$ cat src/rtl/irq_dist_bank.sv
module irq_dist_bank #(
  parameter int NUM_LINES = 64
) (
  input  logic                   clk,
  input  logic                   rst_n,
  input  logic [11:0]            bus_addr,
  input  logic                   bus_wr,
  input  logic [3:0]             bus_be,
  input  logic [31:0]            bus_wdata,
  output logic [31:0]            bus_rdata,
  input  logic [NUM_LINES-1:0]   irq_in,
  output logic                   fwd_en,
  output logic [NUM_LINES-1:0]   line_en,
  output logic [NUM_LINES-1:0]   line_pend,
  output logic [NUM_LINES*8-1:0] line_prio
);
  localparam int NW       = NUM_LINES / 32;
  localparam int NPW      = NUM_LINES / 4;
  localparam int NCW      = NUM_LINES / 16;
  localparam int WAIT_CYC = 2;

  logic        aligned, wr_ok;
  logic [31:0] lane_mask, wbits;
  logic [4:0]  region, widx;
  logic        ctrl_hit, type_hit, prio_hit, cfg_hit;
  logic [7:0]  pidx;
  logic [5:0]  cidx;

  assign aligned   = (bus_addr[1:0] == 2'b00);
  assign wr_ok     = bus_wr && aligned;
  assign lane_mask = {{8{bus_be[3]}}, {8{bus_be[2]}}, {8{bus_be[1]}}, {8{bus_be[0]}}};
  assign wbits     = bus_wdata & lane_mask;
  assign region    = bus_addr[11:7];
  assign widx      = bus_addr[6:2];
  assign ctrl_hit  = (bus_addr[11:2] == 10'd0);
  assign type_hit  = (bus_addr[11:2] == 10'd1);
  assign prio_hit  = (bus_addr[11:10] == 2'b01);
  assign cfg_hit   = (bus_addr[11:8] == 4'hC);
  assign pidx      = bus_addr[9:2];
  assign cidx      = bus_addr[7:2];

  logic [NUM_LINES-1:0] en_q, pend_q, act_q, irq_q, edge_mode, hw_set;
  logic [NUM_LINES-1:0] en_set, en_clr, pd_set, pd_clr, ac_set, ac_clr;
  logic [1:0]           cfg_q  [NUM_LINES];
  logic [7:0]           prio_q [NUM_LINES];
  logic                 grp_en_q;
  logic [1:0]           busy_cnt;

  always_comb begin
    en_set = '0; en_clr = '0;
    pd_set = '0; pd_clr = '0;
    ac_set = '0; ac_clr = '0;
    if (wr_ok) begin
      for (int w = 0; w < NW; w++) begin
        if (widx == 5'(w)) begin
          case (region)
            5'd2: en_set[w*32 +: 32] = wbits;
            5'd3: en_clr[w*32 +: 32] = wbits;
            5'd4: pd_set[w*32 +: 32] = wbits;
            5'd5: pd_clr[w*32 +: 32] = wbits;
            5'd6: ac_set[w*32 +: 32] = wbits;
            5'd7: ac_clr[w*32 +: 32] = wbits;
            default: ;
          endcase
        end
      end
    end
  end

  assign hw_set = irq_in & (~edge_mode | ~irq_q);

  always_ff @(posedge clk or negedge rst_n) begin
    if (!rst_n) begin
      en_q     <= '0;
      pend_q   <= '0;
      act_q    <= '0;
      irq_q    <= '0;
      grp_en_q <= 1'b0;
      busy_cnt <= '0;
    end else begin
      en_q   <= (en_q & ~en_clr) | en_set;
      pend_q <= (pend_q & ~pd_clr) | pd_set | hw_set;
      act_q  <= (act_q & ~ac_clr) | ac_set;
      irq_q  <= irq_in;
      if (wr_ok && ctrl_hit && bus_be[0])
        grp_en_q <= bus_wdata[0];
      if (wr_ok && (ctrl_hit || region == 5'd2 || region == 5'd3))
        busy_cnt <= 2'(WAIT_CYC);
      else if (busy_cnt != 2'd0)
        busy_cnt <= busy_cnt - 2'd1;
    end
  end

  for (genvar n = 0; n < NUM_LINES; n++) begin : g_line
    localparam int PL   = n % 4;
    localparam int CL   = (n % 16) / 4;
    localparam int CPOS = 2 * (n % 16);

    always_ff @(posedge clk or negedge rst_n) begin
      if (!rst_n) begin
        prio_q[n] <= '0;
        cfg_q[n]  <= '0;
      end else begin
        if (wr_ok && prio_hit && pidx == 8'(n / 4) && bus_be[PL])
          prio_q[n] <= bus_wdata[8*PL +: 8];
        if (wr_ok && cfg_hit && cidx == 6'(n / 16) && bus_be[CL])
          cfg_q[n] <= bus_wdata[CPOS +: 2];
      end
    end

    assign edge_mode[n]        = cfg_q[n][1];
    assign line_prio[8*n +: 8] = prio_q[n];
  end

  always_comb begin
    bus_rdata = '0;
    if (aligned) begin
      if (ctrl_hit) begin
        bus_rdata = {(busy_cnt != 2'd0), 30'd0, grp_en_q};
      end else if (type_hit) begin
        bus_rdata = 32'(NW - 1);
      end else if (region >= 5'd2 && region <= 5'd7) begin
        for (int w = 0; w < NW; w++) begin
          if (widx == 5'(w)) begin
            case (region)
              5'd2, 5'd3: bus_rdata = en_q[w*32 +: 32];
              5'd4, 5'd5: bus_rdata = pend_q[w*32 +: 32];
              default:    bus_rdata = act_q[w*32 +: 32];
            endcase
          end
        end
      end else if (prio_hit) begin
        for (int k = 0; k < NPW; k++)
          if (pidx == 8'(k))
            bus_rdata = {prio_q[4*k+3], prio_q[4*k+2], prio_q[4*k+1], prio_q[4*k]};
      end else if (cfg_hit) begin
        for (int k = 0; k < NCW; k++)
          if (cidx == 6'(k))
            for (int j = 0; j < 16; j++)
              bus_rdata[2*j +: 2] = cfg_q[16*k + j];
      end
    end
  end

  assign fwd_en    = grp_en_q;
  assign line_en   = en_q;
  assign line_pend = pend_q;
endmodule

$ cat config.mk
export PLATFORM = sky130hd
export DESIGN_NAME = irq_dist_bank
export DESIGN_NICKNAME = d
export VERILOG_FILES = /design/src/rtl/irq_dist_bank.sv
export SDC_FILE = /design/constraint.sdc
export NUM_CORES = 2
export LEC_CHECK = 0
export BUFFER_PORTS_ARGS = -buffer_cell sky130_fd_sc_hd__clkbuf_2
export CAP_MARGIN = 20
export CORE_MARGIN = 10
export CORE_UTILIZATION = 35
export CTS_CLUSTER_SIZE = 24
export DETAILED_ROUTE_END_ITERATION = 12
export GPL_TIMING_DRIVEN = 0
export SYNTH_ARGS = -nofsm -noshare
export SYNTH_HDL_FRONTEND = slang
export SYNTH_SLANG_ARGS = --single-unit
$ cat constraint.sdc
create_clock -name clk -period 6.3 [get_ports clk]
set_input_delay 1.26 -clock clk [delete_from_list [all_inputs] [get_ports clk]]
set_output_delay 1.26 -clock clk [all_outputs]
set_load 0.005 [all_outputs]
======== After elaboration in Yosys (flattened, before gate mapping) ========
Cells that the tools add are included.
W data, S select, Z words.
operators by class
  $add $sub $neg .......................... 1
  $lt $le $gt $ge ......................... 2
  equal/unequal tests ..................... 28
  multiplexer cells ....................... 56
  bitwise operators ....................... 15
  reduce and logical (&&, ||, !) cells .... 118
operator list
  operator               number
  $mux W32               46
  $mux W64               6
  $not A64 Y64           5
  $or A64 B64 Y64        5
  $and A64 B64 Y64       4
  $pmux W32 S2           2
  $logic_and A1 B1 Y1    107
  $eq A8 B4 Y1 const B   8
  $and A32 B32 Y32       1
  $eq A8 B3 Y1 const B   4
  $eq A5 B3 Y1 const B   4
  $eq A8 B2 Y1 const B   2
  $eq A6 B2 Y1 const B   2
  $eq A10 B1 Y1 const B  1
  $eq A5 B2 Y1 const B   2
  $logic_not A10 Y1      1
  $eq A8 B1 Y1 const B   1
  $logic_not A8 Y1       1
  $eq A6 B1 Y1 const B   1
  $logic_not A6 Y1       1
  $eq A5 B1 Y1 const B   1
  $ge A5 B2 Y1 const B   1
  $le A5 B3 Y1 const B   1
  $logic_not A5 Y1       1
  8 further kinds        12
word-level totals
  flip-flop bits (word level) ............. 899
  input port bits ......................... 115
  output and inout bits ................... 673
  word-level logic and storage cells ...... 354

======== Logic depth before layout (Yosys ltp) ========
  depth after elaboration ................. 22
  mapped depth ............................ 11

======== Worst setup path after synthesis ========
Ideal clock, no wire load.
  path type ............................... in2out
  from .................................... input bus_addr[8]
  to ...................................... output bus_rdata[20]
  arrival ................................. 3.182 ns
  data required time ...................... 5.040 ns
  setup slack ............................. 1.858 ns
  cell stages on the path ................. 8
  path buffers ............................ 3
  cells stage by stage .................... buf_2 > or4_1 > buf_6 > buf_6 > nor3_4 > a22oi_2 > a32o_1 > a2111oi_2
between the ends
  word-level cells in the longest chain between the ends .. 22
  elaborated cells on any way between the ends .. 54
ends and longest elaborated chain
  item                    line  text
  start, declared         6     input logic [11:0] bus_addr,
  $logic_not A8 Y1        134   if (pidx == 8'(k))
  $mux W32 (16 in a row)  134
  $mux W32                132   end else if (prio_hit) begin
  $mux W32                122   end else if (region >= 5'd2 && region <= 5'd7) begin
  $mux W32                120   end else if (type_hit) begin
  $mux W32 (*)            118   if (ctrl_hit) begin
  $mux W32 (*)            117   if (aligned) begin
  end, declared           10    output logic [31:0] bus_rdata,
Mark *: on every way between the ends. The rest lies on a longest branch, timed or not.

======== Final worst setup path ========
  from .................................... input bus_addr[3]
  to ...................................... output bus_rdata[8]
The elaborated chain is that of the path after synthesis.

==> results by group <==
STA
  – Final WS setup: -192.3 ps
  – RSZ-0062 raised after global routing: yes
  – Slew Limit Fails: 0
  – Max-Slew Margin vs Limit: 14.81%
  – Worst-Margin Slew: around 1300 ps
  – Period utilization: 103.1%
  – Final setup vio count: 22
  – Setup TNS Final: -1700 ps
  – Fmax: between 150 and 200 MHz
  – Final hold vios: 0
  – WHS: around 500 ps
  – Final min period: approximately 6500 ps
  – Final Skew: approximately 28 ps

Job
  – # Max-Cap Violations: 0

Pwr
  – Maximum VDD drop: ~200 uV
  – Total power: approximately 13000 uW
  – Pwr dens: between 200 and 300 mW/mm^2
  – Leakage power: 0.02522 uW

Setup path
  – Req. time, crit path: 5040 ps
  – CP max stage delay: 710 ps
  – Crit-path cells: clkbuf_2, buf_2, buf_4, buf_4, buf_2, nand2_1, o21ai_1, a2111oi_4, clkbuf_2
  – CP arrival: about 5200 ps
  – Endpoint class of the critical path: output port
  – Critical path's slowest cell: o21ai_1
  – Critical path class: in2out
  – CP Max Fanout: 11
  – Startpoint Class: primary input

Logic synthesis
  – Netlist cell types: 77
  – Async set or reset register ratio after synthesis: 100.0%
  – Seq/Total Area, Yosys: between 50% and 60%
  – Post-synth top flop: dfrtp_1
  – Cells after synthesis: 3745
  – Syn nets: ~3900
  – Seq cells post-synth: between 800 and 900
  – Post-synth EDFFs: 0
  – Post-Syn Area: between 0.04 and 0.05 sq mm
  – YS warnings: 0
  – Mean area per synthesized cell: 11.42 sq um

GRT
  – First-pass GRT wire length: between 300000 and 400000 um
  – Pin count of the biggest net entering global routing: 113
  – GRT met3 Usage: between 15 and 20%
  – Routing usage on met2: 58.57%
  – Remaining global-route overflow: 0
  – Met1 GRT Util: just under 50%
  – Initial antenna violation count: 47
  – Number of global-route vias before repair: around 39000
  – Tot GR Track Use: 39.62%
  – Grt peak-use layer: met2

CTS
  – CTS Hold Bufs: 0
  – H-tree depth: 3
  – Clock transition at the registers of the reported paths: 60 ps
  – CTS root buffer: clkbuf_16
  – CTS tree: yes
  – Worst-skew pair later-pin latency: 730 ps
  – Sinks on Clock Net: 899
  – Max clock buf depth: 3
  – Total CTS buffers: 101

Finish
  – Area growth, synth to finish: 24.39%
  – Net total in the final layout: approximately 4800
  – Multi-input gate area: 0.01911 sq mm
  – Fill cells: around 12000
  – Final Cell Area: ~0.053 sq mm
  – Layout cells sized above 1: between 40% and 50%
  – Register cell area after layout: 0.02250 sq mm

Status
  – Failing checks: setup timing
  – Outcome: finished with violations

Place
  – HPWL Detailed: approximately 220000 um
  – Routability cong.: ~1.0
  – Port bufs: 780
  – Dpl cell area: 0.04929 sq mm

Floorplan
  – Die ar.: 0.1366 sq mm
  – Starting Density: 35.20%
  – Std cell rows: around 130
  – Core Region: ~0.12 sq mm
  – Die height: 369.6 um
  – I/O pins: 788
  – Die X: 369.6 um

Drt
  – DR vias: 40945
  – Via density: ~6.4
  – Total Wirelength: 281800 um
  – # DRC: 0
  – DR WL/cell: between 40 and 50 um
  – Routed Antenna Nets: 0
  – Starting DRC count in detailed routing: around 6200
  – DR pass1 iterations: 6

Min path
  – Hold crit path type: reg2reg
==> path summary, 6_finish.rpt <==
check | start | to | slack [ps] | depth (start not counted)
max | bus_addr[3] | bus_rdata[8] | -190 | 9
min | cfg_q[2] | cfg_q[2] | 500 | 1
max reg2reg | busy_cnt[0] | busy_cnt[1] | 5130 | 4
min reg2reg | cfg_q[2] | cfg_q[2] | 500 | 1
max in group asynchronous | rst_n | line_prio[206] | 3210 | 5
min in group asynchronous | rst_n | line_en[51] | 550 | 1
==> per-layer routing <==
layer | routed length (um) | vias to the layer above
met5 | 273 | -
met4 | 21780 | 40
met3 | 34670 | 883
met2 | 120400 | 3069
met1 | 104700 | 21278
li1 | - | 15675
==> per-stage QoR <==
step | util, % | cells | setup WS (ps)
final | 43.78 | 6388 | -192.3
after global routing | 43.76 | 6379 | -54.28
after CTS | 43.62 | 6369 | -167.7
after detailed placement | 40.55 | 6183 | -1255
after global placement | 40.08 | 6150 | -18710
after floorplan | - | 3745 | 1858
==> worst max-delay path, delay by kind of cell <==
family / cells / cell delay, ps
compound gates: 2 / 940
buf+inv: 6 / 2330
simple gates: 1 / 600
==> synthesized netlist by cell type, types with 5 or more instances <==
library cell	number	area, sq um
nor2b_1	16	100.1
o211ai_1	100	750.7
o21a_1	10	75.07
nand2_1	318	1194
a211oi_1	33	247.7
a32o_1	5	50.05
mux2_2	667	7511
nor3_1	30	150.1
nand3_1	49	245.2
or3_1	21	131.4
nor2_1	145	544.3
dfrtp_1	899	22500
o221ai_1	22	192.7
mux2_1	6	67.56
or4_1	15	112.6
a211o_1	12	105.1
mux2i_1	45	450.4
or2_2	6	37.54
a32oi_1	7	61.31
o21ai_1	7	35.03
a31oi_1	21	131.4
a2111oi_0	9	78.83
buf_2	50	250.2
nand2b_1	16	100.1
nor2_2	58	362.9
buf_1	17	63.81
a21boi_0	8	60.06
a2bb2oi_1	11	96.34
a22oi_1	43	322.8
clkbuf_1	244	915.9
mux4_2	57	1284
a221oi_1	16	140.1
nand4_1	9	56.30
o21ai_0	456	2282
o31ai_1	11	82.58
a21oi_1	159	795.8
o22ai_1	40	250.2
a311oi_1	5	43.79
a21o_1	6	45.04
and3_1	9	56.30
a22o_1	13	113.9
==> final cells by class <==
cell class	instances	area share (%)
multi-input cells	2523	35.91
inverters	6	0.04232
diodes	16	0.07523
well taps	1625	3.820
clock inverters	34	0.9804
plain buffers	315	2.652
flip-flops and latches	899	42.27
clock buffers	154	5.748
repair buffers	816	8.504
==> state kept, by name, summed over array words and instances, names as in the netlist <==
| signal | cells |
|---|---|
| fwd_en | 1 |
| line_en | 64 |
| line_prio | 512 |
| line_pend | 64 |
| act_q | 64 |
| busy_cnt | 2 |
| irq_q | 64 |
| cfg_q | 128 |
==> what timing repair did <==
item,CTS,global route
gates resized for setup,59,40
pin swaps,2,0
hold endpoints to repair,0,0
setup endpoints to repair,32,15
buffers inserted,0,0
==> power by group <==
part | internal [uW] | switching, uW
Combinational | 240 | 896
Clock | 3770 | 2700
Sequential | 5810 | 24.1
==> cell families after synthesis <==
kind of cell,count (synthesis),synth area share (%)
AOI/OAI and AO/OA,1029,14.74
xor gates and xnor gates,1,0.02047
adders and majority gates,1,0.02924
buffers and inverters,323,3.050
DFF,899,52.58
muxes,775,21.77
and+or+nand+nor,717,7.814
==> cells in the final DEF (no fill, tap or decap), drive strengths merged, types with 12 or more instances in the layout <==
cell and n:
clkbuf 1183, dfrtp 899, mux2 673, o21ai 463, nand2 321, nor2 204, a21oi 159, o211ai 100
buf 96, mux4 57, nand3 49, mux2i 45, a22oi 44, o22ai 40, nor3 37, a211oi 33
o221ai 22, or3 21, a31oi 21, diode 16, nor2b 16, nand2b 16, a221oi 16, clkinv 16
or4 15, a22o 13, a211o 12
No activity file was read; power rests on OpenSTA's default activity.
